`config.mk`:
```
export PLATFORM = sky130hd
export DESIGN_NAME = lorom_cart_decoder
export DESIGN_NICKNAME = d
export VERILOG_FILES = /design/src/rtl/cart_pkg.sv /design/src/rtl/cart_region_ctl.sv /design/src/rtl/cart_addr_dp.sv /design/src/rtl/lorom_cart_decoder.sv
export SDC_FILE = /design/constraint.sdc
export NUM_CORES = 1
export LEC_CHECK = 0
export ABC_AREA = 1
export BUFFER_PORTS_ARGS = -buffer_cell sky130_fd_sc_hd__clkbuf_2
export CORE_MARGIN = 2
export CORE_UTILIZATION = 35
export DETAILED_ROUTE_END_ITERATION = 8
export GPL_ROUTABILITY_DRIVEN = 0
export PLACE_DENSITY_LB_ADDON = 0.15
export RECOVER_POWER = 50
export SYNTH_ARGS = -nofsm -noshare
export SYNTH_HDL_FRONTEND = slang
export SYNTH_SLANG_ARGS = --single-unit
export TNS_END_PERCENT = 30
```
`constraint.sdc`:
```
create_clock -name vclk -period 3
set_input_delay 0.6 -clock vclk [all_inputs]
set_output_delay 0.6 -clock vclk [all_outputs]
set_load 0.005 [all_outputs]
```
`src/rtl/cart_pkg.sv`:
```
package cart_pkg;

  typedef enum logic {
    DEC_GATES     = 1'b0,
    DEC_DEDICATED = 1'b1
  } decStyle_t;

  typedef enum logic [1:0] {
    SRAM_NONE = 2'd0,
    SRAM_2K   = 2'd1,
    SRAM_8K   = 2'd2,
    SRAM_32K  = 2'd3
  } sramSize_t;

  // Strobes from the region decode to the address datapath.
  typedef struct packed {
    logic romSel;
    logic sramSel;
  } selStrobe_t;

endpackage

```
`src/rtl/cart_region_ctl.sv`:
```
module cart_region_ctl
  import cart_pkg::*;
#(
  parameter int BANK_W = 8
) (
  input  logic [BANK_W-1:0] bank,
  input  logic              offHi,
  input  logic              rdStrobe,
  input  logic              wrStrobe,
  input  decStyle_t         style,
  input  sramSize_t         sramSize,
  output selStrobe_t        sel
);

  localparam int LOW_W = BANK_W - 1;

  logic [LOW_W-1:0] lowBank;
  logic sysBank;
  logic sramBank;
  logic sramFitted;
  logic sramRegion;
  logic romRegion;

  always_comb begin
    // The top bank bit is never looked at, except to spare FE/FF.
    lowBank    = bank[LOW_W-1:0];
    sysBank    = !bank[BANK_W-1] && (lowBank[LOW_W-1:1] == {(LOW_W-1){1'b1}});
    sramBank   = (lowBank[LOW_W-1:LOW_W-3] == 3'b111) && !sysBank;
    sramFitted = (sramSize != SRAM_NONE);
    sramRegion = sramFitted && sramBank && ((style == DEC_GATES) || !offHi);
    romRegion  = !sysBank && !sramRegion && ((style == DEC_GATES) || offHi);

    sel.sramSel = sramRegion && (rdStrobe || wrStrobe);
    sel.romSel  = romRegion && rdStrobe && !wrStrobe;
  end

endmodule

```
`src/rtl/cart_addr_dp.sv`:
```
module cart_addr_dp
  import cart_pkg::*;
#(
  parameter int ROM_BANK_W = 7,
  parameter int OFFS_W     = 15,
  parameter int ROMSZ_W    = 3
) (
  input  selStrobe_t              sel,
  input  logic [ROM_BANK_W-1:0]   bankLow,
  input  logic [OFFS_W-1:0]       offLow,
  input  logic [ROMSZ_W-1:0]      romSizeSel,
  input  sramSize_t               sramSize,
  output logic                    romCe,
  output logic [ROM_BANK_W+OFFS_W-1:0] romAddr,
  output logic                    sramCe,
  output logic [OFFS_W-1:0]       sramAddr
);

  localparam int ROM_AW    = ROM_BANK_W + OFFS_W;
  localparam int SRAM_2K_W = 11;
  localparam int SRAM_8K_W = 13;

  logic [ROM_AW:0]   romLimit;
  logic [ROM_AW-1:0] romMask;
  logic [OFFS_W-1:0] sramMask;

  always_comb begin
    romLimit = (ROM_AW+1)'(1) << (OFFS_W + int'(romSizeSel));
    romMask  = ROM_AW'(romLimit - (ROM_AW+1)'(1));
    romAddr  = {bankLow, offLow} & romMask;

    unique case (sramSize)
      SRAM_2K:  sramMask = OFFS_W'((1 << SRAM_2K_W) - 1);
      SRAM_8K:  sramMask = OFFS_W'((1 << SRAM_8K_W) - 1);
      default:  sramMask = {OFFS_W{1'b1}};
    endcase
    sramAddr = offLow & sramMask;

    romCe  = sel.romSel;
    sramCe = sel.sramSel;
  end

endmodule

```
`src/rtl/lorom_cart_decoder.sv`:
```
module lorom_cart_decoder
  import cart_pkg::*;
#(
  parameter int BANK_W  = 8,
  parameter int OFFS_W  = 16,
  parameter int ROMSZ_W = 3,
  localparam int ROM_AW = (BANK_W - 1) + (OFFS_W - 1)
) (
  input  logic [BANK_W-1:0]  bankIn,
  input  logic [OFFS_W-1:0]  offsetIn,
  input  logic               rdStrobe,
  input  logic               wrStrobe,
  input  logic               styleSel,
  input  logic [1:0]         sramSizeSel,
  input  logic [ROMSZ_W-1:0] romSizeSel,
  output logic               romCe,
  output logic [ROM_AW-1:0]  romAddr,
  output logic               sramCe,
  output logic [OFFS_W-2:0]  sramAddr
);

  selStrobe_t sel;
  decStyle_t  style;
  sramSize_t  sramSize;

  assign style    = decStyle_t'(styleSel);
  assign sramSize = sramSize_t'(sramSizeSel);

  cart_region_ctl #(.BANK_W(BANK_W)) i_ctl (
    .bank     (bankIn),
    .offHi    (offsetIn[OFFS_W-1]),
    .rdStrobe (rdStrobe),
    .wrStrobe (wrStrobe),
    .style    (style),
    .sramSize (sramSize),
    .sel      (sel)
  );

  cart_addr_dp #(
    .ROM_BANK_W (BANK_W - 1),
    .OFFS_W     (OFFS_W - 1),
    .ROMSZ_W    (ROMSZ_W)
  ) i_dp (
    .sel        (sel),
    .bankLow    (bankIn[BANK_W-2:0]),
    .offLow     (offsetIn[OFFS_W-2:0]),
    .romSizeSel (romSizeSel),
    .sramSize   (sramSize),
    .romCe      (romCe),
    .romAddr    (romAddr),
    .sramCe     (sramCe),
    .sramAddr   (sramAddr)
  );

endmodule

```
Word-level counts from Yosys, hierarchy flattened --
Index checks and enable logic that the tools add are counted.
Word-level totals: register bits 0, input port bits 32, output and inout bits 39, word-level logic and storage cells 29
Cells by class: $add $sub $neg 2, equality and inequality tests 4, shift operators 1, muxes and demuxes 1, bitwise logic cells 3, reduce and logical (&&, ||, !) cells 18
Operators by type and width (number):
- 1-bit by 32-bit left shift with 22-bit output (first input constant) | 1
- 15-bit case mux with 2 select lines | 1
- 22-bit AND | 1
- 22-bit by 1-bit subtractor with 22-bit output (second input constant) | 1
- 15-bit AND | 1
- 1-bit logical AND | 9
- 6-bit == test (second input constant) | 1
- 4-bit by 3-bit adder with 5-bit output (first input constant) | 1
- 1-bit zero test | 5
- 3-bit == test (second input constant) | 1
- 1-bit logical OR | 3
- 2-bit by 1-bit == test with 1-bit output (second input constant) | 1
- 2-bit == test (second input constant) | 1
- 2-bit nonzero test | 1
- 1-bit inverter | 1

Logic depth before layout (Yosys ltp) --
word-level depth 11, gate-level depth with buffers 12, gate-level depth less buffers 11

Hierarchy --
A second synthesis with hierarchy kept.
Unflattened totals: cell total of the unflattened synthesis 137, area, all modules 721.9 um2
Modules (own cells, without submodules):
- cart_addr_dp | times used 1, cells an instance 119, area an instance 643.1 um2, sequential area each 0.0 um2
- cart_region_ctl | times used 1, cells an instance 18, area an instance 78.8 um2, sequential area each 0.0 um2

Worst setup path after synthesis --
Ideal clock, no wire load.
path type in2out, start in romSizeSel[1], end out romAddr[2], data arrival time 2015 ps, data required time 2400 ps, slack 385 ps, stages on the path 9, path buffers 1, path through buf_6 nor2_4 ha_1 nand2_1 inv_1 nand2_1 ha_1 or2_2 a21boi_0
On the way: cells in the longest elaborated chain, start to end 4
Ends and longest elaborated chain:
- start: declaration | line lorom_cart_decoder.sv:15 | input logic [ROMSZ_W-1:0] romSizeSel,
- 4-bit by 3-bit adder with 5-bit output | line cart_addr_dp.sv:28 | romLimit = (ROM_AW+1)'(1) << (OFFS_W + int'(romSizeSel));
- 1-bit by 32-bit left shift with 22-bit output | line cart_addr_dp.sv:28
- 22-bit by 1-bit subtractor with 22-bit output | line cart_addr_dp.sv:29 | romMask = ROM_AW'(romLimit - (ROM_AW+1)'(1));
- 22-bit AND | line cart_addr_dp.sv:30 | romAddr = {bankLow, offLow} & romMask;
- end: declaration | line lorom_cart_decoder.sv:17 | output logic [ROM_AW-1:0] romAddr,
Every way passes these cells.

Worst setup path after layout --
start in romSizeSel[0], end out romAddr[2]
Same word-level chain as after synthesis.

==> flow_summary.toml <==
[finish]
finish.net_count = 227
drive_above_1_share_pct = 40.7
area.growth.synth_to_final_pct = 45.6
sequential_cells = 0
final-seq-area_sq_um = 0
antenna-diode-count = 0
clock_buffer_count = 0

[worst_setup_path]
timing.critical_path.slowest_stage_cell = "ha_2"
worstSetupEndpointType = "output port"
timing.critical_path.buf_inv = 3
ordered_list_of_cells_on_the_worst_path = "clkbuf_2 > nor2_4 > ha_2 > nand2_1 > inv_1 > nand2_1 > ha_1 > or2_2 > a21boi_0 > clkbuf_2"
cp_num_cells = 10
cp_data_arrival_time_ns = 2.25
critical_path.startpoint_type = "primary input"
timing.setup.critical_path_class = "in2out"
critical-path-max-stage-delay_ns = 0.39
worst_path_dominant_cell_family = "adder cells"
startpoint = "romSizeSel[0]"
timing.critical_path.required_ns = 2.40
critical_path.max_fanout = 7

[run]
timing.max_cap.violations = 0

[route]
drt-initial-drc-count = 8
finalWirelength_mm = 1.89
ant_nets = 0
via_count = 936
detail_route.drc_violations = 0
first_pass_iters = 4
wire_per_inst_um = 8.82
post_drt_via_cell_ratio = 4.37

[min_path]
min_delay_path_depth = 2
worst_hold_startpoint = "offsetIn[6]"
holdCritPathClass = "in2out"

[global_route]
grt_usage_pct = 15.5
vias_in_the_first_global_route = 742
antenna_found_initial = 0
grt-ovfl-total = 0
wire_length_of_the_first_global_routing_pass_mm = 2.77
grt_start_max_net_pins = 9

[pwr]
ir_drop_mv = 0.0573
power-per-cell-area_mw_per_mm2 = 130
static-leakage-power_nw = 0.668

[sta]
min_period_ns = 2.85
worst_slew_pin_slew_ns = 0.408
final.period_utilization_pct = 94.9
final-setup-viol-count = 0
slew-limit-headroom_pct = 72.8
setup_slack_ns = 0.154
setup_repair_after_global_routing_missed_its_margin = "false"
peak_freq_mhz = 351
hold_viol_final = 0
tns_ns = 0
drv_slew = 0

[synthesis]
syn_area_per_cell_sq_um = 5.32
synth_area_sq_um = 676
synthCells = 127
synth_top_area_cell = "nor2_1"
synth_nets = 163
number_of_warnings_reported_in_the_yosys_synthesis_log = 0
synth-seq-area-share_pct = 0
synth_cell_types = 27
yosys.area.top_type_share_pct = 15.6
yosys-top-cells-area = "nor2_1, inv_1, buf_4"

[placed_design]
detailedPlacementHpwl_mm = 1.76
pre_cts_ws_ns = 0.135
portBuffers = 71

[floorplanning]
die_outline_area_sq_mm = 0.00230
io_count = 71
design.core.area_sq_mm = 0.00176
floorplan.die.width_um = 47.9
die_h_um = 47.9
placementRows = 15
floorplan.initialDensity_pct = 38.3

[status]
status = "finished, final reports clean"
## stage by stage
stage               power [mW]  util, %  instance area [sq um]  std cells  hold WS [ns]
detailed placement       0.130     56.2                    991        214          1.38
global placement         0.127     56.2                    991        214          1.38
floorplan               0.0732        -                    676        127          1.23
CTS                      0.130     56.2                    991        214          1.38
finish                   0.127     55.7                    983        214          1.38
global route             0.145     55.7                    983        214          1.39
## logic make-up (layout without fill, tap and decap cells)
logic type | after synthesis | count (layout) | synth area share, %
simple gates | 69 | 69 | 49.8
buf+inv | 40 | 102 | 29.4
compound gates | 14 | 14 | 13.3
fa+ha+maj | 4 | 4 | 7.41
## repair_timing
item / CTS / global route
endpoints found under the setup margin: 0 / 6
hold buffers: 0 / 0
resized for setup: 0 / 3
buffers inserted: 0 / 0
## synth_stat cells
library cell	n
a211oi_1	1
a21boi_0	2
a21oi_1	3
a31oi_1	1
and3_1	1
buf_4	11
buf_6	1
ha_1	4
inv_1	25
inv_2	3
nand2_1	15
nand2_2	2
nand2_4	1
nand3_1	10
nand3_2	2
nand4_1	1
nor2_1	28
nor2_2	3
nor2_4	2
nor3_1	1
nor3_2	1
nor4_1	1
o211a_1	1
o21a_1	1
o21ai_0	4
o311ai_0	1
or2_2	1
## worst paths after layout
kind / endpoint
max: romAddr[2]
min: sramAddr[6]
## layout make-up
type | instances | area, sq um
Tap cell | 25 | 31.3
Fill cell | 208 | 781
Timing Repair Buffer | 74 | 358
Multi-Input combinational cell | 87 | 489
Inverter | 28 | 105
## report_power, final
group          internal, mW  switching (mW)  leakage, nW  total [mW]
Sequential                0               0            0           0
Clock                     0               0            0           0
Combinational        0.0590          0.0683        0.668       0.127
Total                0.0590          0.0683        0.668       0.127
## placed cells by master (no fill, tap or decap), drive strengths merged
cell and count:
clkbuf 71, nor2 33, inv 28, nand2 18, nand3 12, o21ai 4
ha 4, a21oi 3, buf 3, a21boi 2, nor3 2, o311ai 1
a31oi 1, nand4 1, nor4 1, o21a 1, and3 1, or2 1
a211oi 1, o211a 1
## layer usage
| metal | wire length, um | vias up | track usage (%) |
|---|---|---|---|
| li1 | - | 511 | - |
| met1 | 811 | 385 | 19.1 |
| met2 | 909 | 40 | 31.2 |
| met3 | 167 | 0 | 0.377 |
| met4 | 0 | 0 | 0 |
| met5 | 0 | - | 0 |
Power figures use the tool's default switching activity.
